File: config.mk
export PLATFORM = sky130hd
export DESIGN_NAME = sdram_cmd_front
export DESIGN_NICKNAME = d
export VERILOG_FILES = /design/src/rtl/sdcmd_pkg.sv /design/src/rtl/sdcmd_decode.sv /design/src/rtl/sdcmd_bank.sv /design/src/rtl/sdcmd_dqm.sv /design/src/rtl/sdram_cmd_front.sv
export SDC_FILE = /design/constraint.sdc
export NUM_CORES = 1
export LEC_CHECK = 0
export BUFFER_PORTS_ARGS = -buffer_cell sky130_fd_sc_hd__buf_2
export CORE_MARGIN = 3
export CORE_UTILIZATION = 47
export DETAILED_ROUTE_END_ITERATION = 7
export HOLD_SLACK_MARGIN = 0.15
export PLACE_DENSITY = 0.8
export SYNTH_ARGS = -nofsm -noshare
export SYNTH_HDL_FRONTEND = slang
export SYNTH_SLANG_ARGS = --single-unit
File: constraint.sdc
create_clock -name clk -period 1.9 [get_ports clk]
set_clock_uncertainty 0.15 [all_clocks]
set_input_delay 0.38 -clock clk [delete_from_list [all_inputs] [get_ports clk]]
set_output_delay 0.38 -clock clk [all_outputs]
set_load 0.005 [all_outputs]
File: src/rtl/sdcmd_pkg.sv
package sdcmd_pkg;

  typedef enum logic [2:0] {
    K_NONE,
    K_ACT,
    K_RD,
    K_WR,
    K_BST,
    K_PRE,
    K_REF,
    K_LMR
  } cmd_e;

endpackage

File: src/rtl/sdcmd_decode.sv
module sdcmd_decode
  import sdcmd_pkg::*;
(
  input  logic cs_n,
  input  logic ras_n,
  input  logic cas_n,
  input  logic we_n,
  input  logic cke,
  input  logic in_sref,
  output cmd_e kind,
  output logic sref_req
);

  cmd_e raw;

  always_comb begin
    raw = K_NONE;
    if (!cs_n) begin
      unique case ({ras_n, cas_n, we_n})
        3'b011:  raw = K_ACT;
        3'b101:  raw = K_RD;
        3'b100:  raw = K_WR;
        3'b110:  raw = K_BST;
        3'b010:  raw = K_PRE;
        3'b001:  raw = K_REF;
        3'b000:  raw = K_LMR;
        default: raw = K_NONE;
      endcase
    end
  end

  // Gating by clock enable and self refresh state
  always_comb begin
    kind     = K_NONE;
    sref_req = 1'b0;
    if (!in_sref) begin
      if (cke) begin
        kind = raw;
      end else if (raw == K_REF) begin
        sref_req = 1'b1;
      end
    end
  end

endmodule

File: src/rtl/sdcmd_bank.sv
module sdcmd_bank #(
  parameter int ROW_W = 11,
  parameter int CNT_W = 3
) (
  input  logic             clk,
  input  logic             rst_n,
  input  logic             open_req,
  input  logic             close_req,
  input  logic             ap_req,
  input  logic [CNT_W-1:0] ap_len,
  input  logic [ROW_W-1:0] row_in,
  output logic             is_open,
  output logic [ROW_W-1:0] row_q
);

  logic             open_q, open_d;
  logic             pend_q, pend_d;
  logic [CNT_W-1:0] cnt_q, cnt_d;
  logic [ROW_W-1:0] row_d;
  logic             row_en;

  always_comb begin
    open_d = open_q;
    pend_d = pend_q;
    cnt_d  = cnt_q;
    row_en = 1'b0;
    row_d  = row_in;
    if (close_req) begin
      open_d = 1'b0;
      pend_d = 1'b0;
    end else if (open_req) begin
      open_d = 1'b1;
      pend_d = 1'b0;
      row_en = 1'b1;
    end else if (ap_req) begin
      pend_d = 1'b1;
      cnt_d  = ap_len;
    end else if (pend_q) begin
      if (cnt_q == '0) begin
        open_d = 1'b0;
        pend_d = 1'b0;
      end else begin
        cnt_d = cnt_q - 1'b1;
      end
    end
  end

  always_ff @(posedge clk or negedge rst_n) begin
    if (!rst_n) begin
      open_q <= 1'b0;
      pend_q <= 1'b0;
      cnt_q  <= '0;
    end else begin
      open_q <= open_d;
      pend_q <= pend_d;
      cnt_q  <= cnt_d;
    end
  end

  always_ff @(posedge clk or negedge rst_n) begin
    if (!rst_n) begin
      row_q <= '0;
    end else if (row_en) begin
      row_q <= row_d;
    end
  end

  assign is_open = open_q;

  p_act_opens_r2: assert property (@(posedge clk) disable iff (!rst_n)
    (open_req && !close_req) |=> (is_open && row_q == $past(row_in)));

  p_pre_closes_r4: assert property (@(posedge clk) disable iff (!rst_n)
    close_req |=> !is_open);

  p_ap_expire_r5: assert property (@(posedge clk) disable iff (!rst_n)
    (pend_q && cnt_q == '0 && !close_req && !open_req && !ap_req) |=> !is_open);

endmodule

File: src/rtl/sdcmd_dqm.sv
module sdcmd_dqm #(
  parameter int LAT = 2
) (
  input  logic clk,
  input  logic rst_n,
  input  logic dqm,
  output logic wr_mask,
  output logic rd_hiz
);

  localparam int WARM_W = $clog2(LAT + 1);

  logic [LAT-1:0] pipe_q, pipe_d;

  generate
    if (LAT == 1) begin : g_single
      always_comb pipe_d = dqm;
    end else begin : g_chain
      always_comb pipe_d = {pipe_q[LAT-2:0], dqm};
    end
  endgenerate

  always_ff @(posedge clk or negedge rst_n) begin
    if (!rst_n) begin
      pipe_q <= '0;
    end else begin
      pipe_q <= pipe_d;
    end
  end

  assign wr_mask = dqm;
  assign rd_hiz  = pipe_q[LAT-1];

  // Cycles since reset, saturating, so the delay check never reaches before reset
  logic [WARM_W-1:0] warm_q;
  always_ff @(posedge clk or negedge rst_n) begin
    if (!rst_n) begin
      warm_q <= '0;
    end else if (warm_q != WARM_W'(LAT)) begin
      warm_q <= warm_q + 1'b1;
    end
  end

  generate
    if (LAT <= 4) begin : g_chk
      p_rd_lag_r10: assert property (@(posedge clk) disable iff (!rst_n)
        (warm_q == WARM_W'(LAT)) |-> (rd_hiz == $past(dqm, LAT)));
    end
  endgenerate

endmodule

File: src/rtl/sdram_cmd_front.sv
module sdram_cmd_front
  import sdcmd_pkg::*;
#(
  parameter  int ADDR_W      = 11,
  parameter  int COL_W       = 9,
  parameter  int AP_BIT      = 10,
  parameter  int NBANK       = 2,
  parameter  int BL_CODE_W   = 2,
  parameter  int RD_MASK_LAT = 2,
  localparam int BA_W        = (NBANK > 1) ? $clog2(NBANK) : 1,
  localparam int MODE_W      = ADDR_W + BA_W
) (
  input  logic                    clk,
  input  logic                    rst_n,
  input  logic                    cs_n,
  input  logic                    ras_n,
  input  logic                    cas_n,
  input  logic                    we_n,
  input  logic                    cke,
  input  logic [BA_W-1:0]         ba,
  input  logic [ADDR_W-1:0]       addr,
  input  logic                    dqm,
  output logic                    act_o,
  output logic                    rd_o,
  output logic                    wr_o,
  output logic                    bst_o,
  output logic                    pre_o,
  output logic                    aref_o,
  output logic                    sref_o,
  output logic                    lmr_o,
  output logic [BA_W-1:0]         bank_o,
  output logic [ADDR_W-1:0]       row_o,
  output logic [COL_W-1:0]        col_o,
  output logic                    ap_o,
  output logic                    pre_all_o,
  output logic [MODE_W-1:0]       mode_o,
  output logic                    err_o,
  output logic [NBANK-1:0]        bank_open_o,
  output logic [NBANK*ADDR_W-1:0] open_row_o,
  output logic                    self_ref_o,
  output logic                    wr_mask_o,
  output logic                    rd_hiz_o
);

  localparam int CNT_W = (2 ** BL_CODE_W) - 1;
  localparam int NSTB  = 8;

  cmd_e kind;
  logic sref_req;
  logic sref_q, sref_d;

  sdcmd_decode u_dec (
    .cs_n     (cs_n),
    .ras_n    (ras_n),
    .cas_n    (cas_n),
    .we_n     (we_n),
    .cke      (cke),
    .in_sref  (sref_q),
    .kind     (kind),
    .sref_req (sref_req)
  );

  // Legality against current bank state
  logic [NBANK-1:0] open_v;
  logic             sel_open, any_open, err_d, legal;

  assign sel_open = open_v[ba];
  assign any_open = |open_v;

  always_comb begin
    err_d = 1'b0;
    unique case (kind)
      K_ACT:       err_d = sel_open;
      K_RD, K_WR:  err_d = !sel_open;
      K_REF,K_LMR: err_d = any_open;
      default:     err_d = 1'b0;
    endcase
    if (sref_req && any_open) err_d = 1'b1;
  end
  assign legal = !err_d;

  // Self refresh state
  always_comb begin
    if (sref_q) sref_d = !cke;
    else        sref_d = sref_req && legal;
  end

  // Strobes, next value
  logic [NSTB-1:0] stb_d, stb_q;
  always_comb begin
    stb_d    = '0;
    stb_d[7] = (kind == K_ACT);
    stb_d[6] = (kind == K_RD);
    stb_d[5] = (kind == K_WR);
    stb_d[4] = (kind == K_BST);
    stb_d[3] = (kind == K_PRE);
    stb_d[2] = (kind == K_REF);
    stb_d[1] = sref_req;
    stb_d[0] = (kind == K_LMR);
  end

  // Field capture enables
  logic bank_en, row_en, col_en, pre_en, mode_en;
  assign bank_en = (kind == K_ACT) || (kind == K_RD) || (kind == K_WR) || (kind == K_PRE);
  assign row_en  = (kind == K_ACT);
  assign col_en  = (kind == K_RD) || (kind == K_WR);
  assign pre_en  = (kind == K_PRE);
  assign mode_en = (kind == K_LMR) && legal;

  logic [BA_W-1:0]   bank_q;
  logic [ADDR_W-1:0] row_q;
  logic [COL_W-1:0]  col_q;
  logic              ap_q, pall_q, err_q;
  logic [MODE_W-1:0] mode_q;

  always_ff @(posedge clk or negedge rst_n) begin
    if (!rst_n) begin
      stb_q  <= '0;
      err_q  <= 1'b0;
      sref_q <= 1'b0;
    end else begin
      stb_q  <= stb_d;
      err_q  <= err_d;
      sref_q <= sref_d;
    end
  end

  always_ff @(posedge clk or negedge rst_n) begin
    if (!rst_n) begin
      bank_q <= '0;
      row_q  <= '0;
      col_q  <= '0;
      ap_q   <= 1'b0;
      pall_q <= 1'b0;
      mode_q <= '0;
    end else begin
      if (bank_en) bank_q <= ba;
      if (row_en)  row_q  <= addr;
      if (col_en) begin
        col_q <= addr[COL_W-1:0];
        ap_q  <= addr[AP_BIT];
      end
      if (pre_en)  pall_q <= addr[AP_BIT];
      if (mode_en) mode_q <= {ba, addr};
    end
  end

  // Auto-precharge length from the mode word: BL - 1
  logic [CNT_W:0]   bl_full;
  logic [CNT_W-1:0] ap_len;
  assign bl_full = (CNT_W+1)'(1) << mode_q[BL_CODE_W-1:0];
  assign ap_len  = CNT_W'(bl_full - (CNT_W+1)'(1));

  generate
    for (genvar g = 0; g < NBANK; g++) begin : g_bank
      logic sel, open_req, close_req, ap_req;
      assign sel       = (ba == BA_W'(g));
      assign open_req  = (kind == K_ACT) && sel && legal;
      assign close_req = (kind == K_PRE) && (addr[AP_BIT] || sel);
      assign ap_req    = ((kind == K_RD) || (kind == K_WR)) && sel && legal && addr[AP_BIT];

      sdcmd_bank #(
        .ROW_W (ADDR_W),
        .CNT_W (CNT_W)
      ) u_bank (
        .clk       (clk),
        .rst_n     (rst_n),
        .open_req  (open_req),
        .close_req (close_req),
        .ap_req    (ap_req),
        .ap_len    (ap_len),
        .row_in    (addr),
        .is_open   (open_v[g]),
        .row_q     (open_row_o[g*ADDR_W +: ADDR_W])
      );
    end
  endgenerate

  sdcmd_dqm #(
    .LAT (RD_MASK_LAT)
  ) u_dqm (
    .clk     (clk),
    .rst_n   (rst_n),
    .dqm     (dqm),
    .wr_mask (wr_mask_o),
    .rd_hiz  (rd_hiz_o)
  );

  assign {act_o, rd_o, wr_o, bst_o, pre_o, aref_o, sref_o, lmr_o} = stb_q;
  assign bank_o      = bank_q;
  assign row_o       = row_q;
  assign col_o       = col_q;
  assign ap_o        = ap_q;
  assign pre_all_o   = pall_q;
  assign mode_o      = mode_q;
  assign err_o       = err_q;
  assign bank_open_o = open_v;
  assign self_ref_o  = sref_q;

  p_onehot_r1: assert property (@(posedge clk) disable iff (!rst_n)
    $onehot0({act_o, rd_o, wr_o, bst_o, pre_o, aref_o, sref_o, lmr_o}));

  p_sref_quiet_r9: assert property (@(posedge clk) disable iff (!rst_n)
    self_ref_o |=> (!act_o && !rd_o && !wr_o && !pre_o && !lmr_o && !err_o && $stable(bank_open_o)));

  p_mode_guard_r7: assert property (@(posedge clk) disable iff (!rst_n)
    (kind == K_LMR && any_open) |=> $stable(mode_o));

  p_err_keeps_banks_r7: assert property (@(posedge clk) disable iff (!rst_n)
    ((kind == K_ACT || kind == K_RD || kind == K_WR) && err_d) |=> $stable(bank_open_o));

endmodule

# --- After elaboration in Yosys (flattened, before gate mapping) ---
# Index checks and enable logic that the tools add are counted.
word_totals:
  register_bits: 79
  inputBits: 20
  output_inout_bits: 71
  word_cells: 128
op_classes:
  add_sub_neg: 3
  order_cmp: 1
  eq_ne: 18
  shift: 1
  n_mux: 42
  bitwise_logic: 5
  reduce_logical: 40
ops:
  columns: ["op", "n"]
  rows:
  - ["$mux W1", 31]
  - ["$mux W3", 9]
  - ["$eq A3 B3 Y1 const B", 8]
  - ["$pmux W3 S7", 1]
  - ["$logic_and A1 B1 Y1", 15]
  - ["$eq A3 B2 Y1 const B", 4]
  - ["$reduce_bool A3 Y1", 4]
  - ["$logic_not A3 Y1", 3]
  - ["$sub A3 B1 Y3 const B", 3]
  - ["$reduce_and A4 Y1", 2]
  - ["$eq A3 B1 Y1 const B", 2]
  - ["$logic_or A1 B1 Y1", 6]
  - ["$ne A3 B3 Y1 const B", 2]
  - ["$reduce_and A3 Y1", 2]
  - ["$reduce_or A2 Y1", 3]
  - ["$not A1 Y1", 5]
  - ["$ne A2 B2 Y1 const B", 2]
  - ["$reduce_bool A2 Y1", 2]
  - ["$logic_not A1 Y1", 3]
  - ["$pmux W1 S3", 1]
  - ["$shl A1 B2 Y3 const A", 1]
  - ["$lt A1 B2 Y1 const B", 1]

# --- Depth between registers and ports, before layout ---
depth:
  ltp_word: 15
  depth_mapped: 7
  depth_no_buf: 7

# --- Hierarchy ---
# A second synthesis with hierarchy kept.
hier_totals:
  hier_cells: 254
  area_unflattened_um2: 3397.0
modules_own_cells:
  columns: ["mod", "n_inst", "cells_per_inst", "area_each_um2"]
  rows:
  - ["sdram_cmd_front", 1, 141, 1835.5]
  - ["sdcmd_bank", 2, 51, 721.9]
  - ["sdcmd_decode", 1, 8, 60.1]
  - ["sdcmd_dqm", 1, 3, 57.6]

# --- Worst setup path before layout ---
# No wires, ideal clock.
synth_path:
  path_kind: "register -> register"
  start: "register g_bank[1].u_bank.cnt_q[0]"
  end: "register g_bank[1].u_bank.cnt_q[1]"
  setup_time_ns: 0.125
  arrival_ns: 1.719
  required_ns: 1.625
  setup_slack_ns: -0.094
  path_stages_with_launch: 8
  path_buffers: 0
  period_less_slack_ns: 1.994
  path_cell_list: "dfrtp_1 > inv_1 > ha_1 > ha_1 > nor2b_1 > o21ai_0 > a211oi_2 > mux2_2"
synth_between:
  elab_chain_cells: 4
synth_lines:
  columns: ["item", "line", "text"]
  rows:
  - ["start, declared", "sdcmd_bank.sv:18", "logic [CNT_W-1:0] cnt_q, cnt_d;"]
  - ["start signal, assigned", "sdcmd_bank.sv:56", "cnt_q <= cnt_d;"]
  - ["$sub A3 B1 Y3", "sdcmd_bank.sv:43", "cnt_d = cnt_q - 1'b1;"]
  - ["$mux W3", "sdcmd_bank.sv:39", "if (cnt_q == '0) begin"]
  - ["$mux W3", "sdcmd_bank.sv:38", "end else if (pend_q) begin"]
  - ["$mux W3", "sdcmd_bank.sv:35", "end else if (ap_req) begin"]
# Several ways; a longest one is shown, not always the timed one. The select of a mux whose other input is x is not followed.
# A chain may end at the register's enable or synchronous reset.

# --- Worst setup path in the final report ---
layout_path:
  start: "register sref_q (netlist: self_ref_o)"
  end: "register g_bank[0].u_bank.row_q[3]"
layout_between:
  elab_chain_cells: 9
layout_lines:
  columns: ["item", "line", "text"]
  rows:
  - ["start, declared", "sdram_cmd_front.sv:50", "logic sref_q, sref_d;"]
  - ["start signal, assigned", "sdram_cmd_front.sv:124", "sref_q <= sref_d;"]
  - ["$mux W3", "sdcmd_decode.sv:36", "if (!in_sref) begin"]
  - ["$eq A3 B3 Y1 or $eq A3 B2 Y1 (tied branches)", "sdram_cmd_front.sv:72", "unique case (kind)"]
  - ["$reduce_or A2 Y1", "sdram_cmd_front.sv:72", null]
  - ["$pmux W1 S3", "sdram_cmd_front.sv:72", null]
  - ["$mux W1", "sdram_cmd_front.sv:78", "if (sref_req && any_open) err_d = 1'b1;"]
  - ["$logic_not A1 Y1", "sdram_cmd_front.sv:80", "assign legal = !err_d;"]
  - ["$logic_and A1 B1 Y1", "sdram_cmd_front.sv:158", "assign open_req = (kind == K_ACT) && sel && legal;"]
  - ["$mux W1", "sdcmd_bank.sv:31", "end else if (open_req) begin"]
  - ["$mux W1 *", "sdcmd_bank.sv:28", "if (close_req) begin"]
  - ["end signal, assigned", "sdcmd_bank.sv:64", "row_q <= row_d;"]
  - ["end, declared", "sdcmd_bank.sv:13", "output logic [ROW_W-1:0] row_q"]
# Every way passes the cells marked *; elsewhere a longest branch is shown, timed or not.

==> metrics.md <==
| Metric | Value |
|---|---|
| Routed len/inst | 16.7 um |
| Area grow syn2layout | 37.5% |
| Clock share of power | 30.5% |
| Final period util | 102% |
| Post-synth top area share | 59.8% |
| #FFs+latches synth | 79 |
| Clk Latency, worst-skew pair | 350 ps |
| Register share of total power | 46.3% |
| ANT nets after route | 0 |
| Final WL | 8120 um |
| Gr usage total | 21.1% |
| Clock-pin slew on the worst setup and hold paths | 80 ps |
| Logic pwr share | 23.2% |
| Net Count, Synth | 282 |
| Finished Cell Area | 0.00455 mm2 |
| Critical path arrival | 2010 ps |
| # diodes | 0 |
| Synth Cell Area | 0.00331 mm2 |
| Seq. cell area | 0.00198 mm2 |
| First-pass GRT wire length | 13700 um |
| Maximum VDD drop | 0.000712 V |
| Fill count | 467 |
| RSZ-0062 raised after global routing | yes |
| CP Cell Sequence | nor3b_4, nand3_2, or3_4, mux2_4 |
| Post-Layout Cell Count | 487 |
| Drt drc | 0 |
| Sw frac | 27.0% |
| Cell count after placement | 452 |
| Most frequent cells in the layout | buf_2 (89), dfrtp_1 (78), nand2_1 (40) |
| Commonest non-fill, non-tap cell in the layout | buf_2 |
| # rows | 29 |
| CP endpoint kind | flip-flop |
| Total power | 4810 uW |
| Core region area | 0.00657 mm2 |
| Clk sinks | 79 |
| Psw | 1300 uW |
| Cell family with most CP delay | simple AND/OR/NAND/NOR gates |
| Leakage Power | 0.00235 uW |
| Maxcap violations | 0 |
| Fmax | 0.518 GHz |
| Mean Syn Cell Area | 12.8 um2 |
| Drt first-iter violations | 100 |
| Crit Path Category | reg2reg |
| Failing checks | setup timing |
| Seq/Total Area, Yosys | 59.8% |
| Worst Slack Setup Final | -29.7 ps |
| Via count of the first global-routing pass | 2741 |
| Top cells by area, synth | dfrtp_1 (60%), mux2_2 (14%), nand2_1 (4.5%) |
| Leading area contributor after synthesis | dfrtp_1 |
| Worst path bufs/invs | 0 |
| CTS tree | built |
| Status | finished, violations left |
| Die ar. | 0.00808 mm2 |
| DP Wirelength | 5510 um |
| Vias/cell | 5.21 |
| Worst Tran Pin Value | 489 ps |
| Multi-input logic area | 0.00132 mm2 |
| IO Pins | 91 |
| # H-tree levels | 3 |
| Final Critical Period | 1930 ps |
| CTS buffer count | 9 |
| HP Class | in2reg |
| Die X-Extent | 89.9 um |
| CP Launch Type | flip-flop |
| Critical Path Slowest Stage Cell | or3_4 |
| DRT Pass-1 Iters | 4 |
| Final setup violation count | 6 |
| DIE HEIGHT | 89.9 um |
| Endpoints failing hold | 0 |
| Max Root-Sink Buffers | 2 |
| Gpl congestion | 0.881 |
| Mapped Cells | 258 |
| Synth warn | 0 |
| Port Buffers | 90 |
| Largest net degree at the start of global routing | 38 |
| Worst EP required | 1980 ps |
| P per Cell Area | 1060 mW/mm2 |
| P_int | 3510 uW |
| Overflow after GRT | 0 |
| Share of cells above drive strength 1 | 53.6% |
| Post-layout nets | 413 |
| CP peak stage delay | 450 ps |
| Hold slack final | 196 ps |
| Vias after detailed routing | 2539 |
| Antenna violations before repair | 0 |
| Relative max-transition margin | 67.4% |
| Number of library cell types mapped by synthesis | 38 |
| Max FO, Critical Path | 6 |
| Root Buffer | clkbuf_8 |
| Placed cell area | 0.00404 mm2 |
| Slew Limit Fails | 0 |
| Starting density of the core | 50.4% |
power groups by stage:
stage	Clock, uW	Combinational, uW	Sequential [uW]
2_1_floorplan	0	516	2250
3_3_place_gp	0	1030	2230
3_5_place_dp	0	1070	2240
4_1_cts	1490	1090	2220
5_1_grt	1560	1250	2270
6_report	1470	1120	2230
synthesized netlist by cell type (all sizes together):
| master | n |
|---|---|
| dfrtp | 79 |
| mux2 | 50 |
| nand2 | 40 |
| inv | 11 |
| clkbuf | 8 |
| buf | 7 |
| nor2 | 7 |
| o21ai | 7 |
| mux2i | 6 |
| and3 | 5 |
| nor2b | 5 |
| ha | 4 |
| nor3 | 3 |
| o22ai | 3 |
| a2111oi | 2 |
| a21oi | 2 |
| nand2b | 2 |
| nand3 | 2 |
| nor4 | 2 |
| a211oi | 1 |
| a31oi | 1 |
| a41oi | 1 |
| and2 | 1 |
| nand4 | 1 |
| nand4bb | 1 |
| nor3b | 1 |
| nor4b | 1 |
| o2111a | 1 |
| o41ai | 1 |
| or2 | 1 |
| or3 | 1 |
| or3b | 1 |
registers in the layout (all words and copies together) (netlist names):
signal	count
ap_o	1
err_o	1
g_bank.u_bank.cnt_q	6
g_bank.u_bank.row_q	22
self_ref_o	1
g_bank.u_bank.is_open	2
g_bank.u_bank.pend_q	2
row_o	11
pre_all_o	1
stb_q	8
mode_o	12
col_o	9
bank_o	1
u_dqm.pipe_q	2
layout make-up:
class	count	share of cell area (%)
inverters	11	0.908
flip-flops and latches	79	43.5
repair buffers	134	18.7
clock buffers	12	3.63
well taps	93	2.56
clock inverters	4	1.68
multi-input cells	154	29.0
final timing paths:
check,startpoint,endpoint,slack (ps),cells past startpoint
worst max-delay path,self_ref_o,g_bank[0].u_bank.row_q[3],-30,4
worst min-delay path,addr[0],row_o[0],200,3
worst max register to register,self_ref_o,g_bank[0].u_bank.row_q[3],-30,4
worst min register to register,u_dqm.pipe_q[0],u_dqm.pipe_q[1],200,0
max in group asynchronous,rst_n,g_bank[1].u_bank.row_q[6],680,3
min in group asynchronous,rst_n,mode_o[5],390,2
layer usage:
metal / wire length, um / part of all wire (%) / up-vias / track usage, %
met2: 3940 / 49 / 93 / 35.2
li1: - / - / 1150 / -
met3: 579 / 7.1 / 19 / 6.09
met5: 0 / 0 / - / 0
met4: 179 / 2.2 / 0 / 8.67
met1: 3420 / 42 / 1277 / 26.0
timing repair:
item / CTS / global route
gates resized for setup: 9 / 12
cloned: 1 / 0
endpoints found under the setup margin: 17 / 33
buffers inserted: 2 / 5
endpoints found under the hold margin: 43 / 0
pin swaps: 2 / 5
hold buffers: 11 / 0
worst reg2reg max path, cell delays in order (launching register included):
cell,delay [ps]
dfrtp_2,430
nor3b_4,280
nand3_2,180
or3_4,450
mux2_4,330
per-stage QoR:
| stage | setup WS [ps] | TNS (ps) | util, % |
|---|---|---|---|
| 2_1_floorplan | -10.9 | -108 | - |
| 3_3_place_gp | -90.1 | -1160 | 61.5 |
| 3_5_place_dp | -122 | -2300 | 61.5 |
| 4_1_cts | -24.4 | -152 | 67.8 |
| 5_1_grt | -105 | -1770 | 69.3 |
| 6_report | -29.7 | -156 | 69.3 |
cells by family after synthesis:
family          Yosys count  share of synthesized area [%]
mux                      56                           19.9
fa+ha+maj                 4                           1.51
buf+inv                  26                           3.59
compound gates           19                           4.01
simple gates             74                           11.2
flops                    79                           59.8
Note: power is estimated with default switching activity, not from simulation.
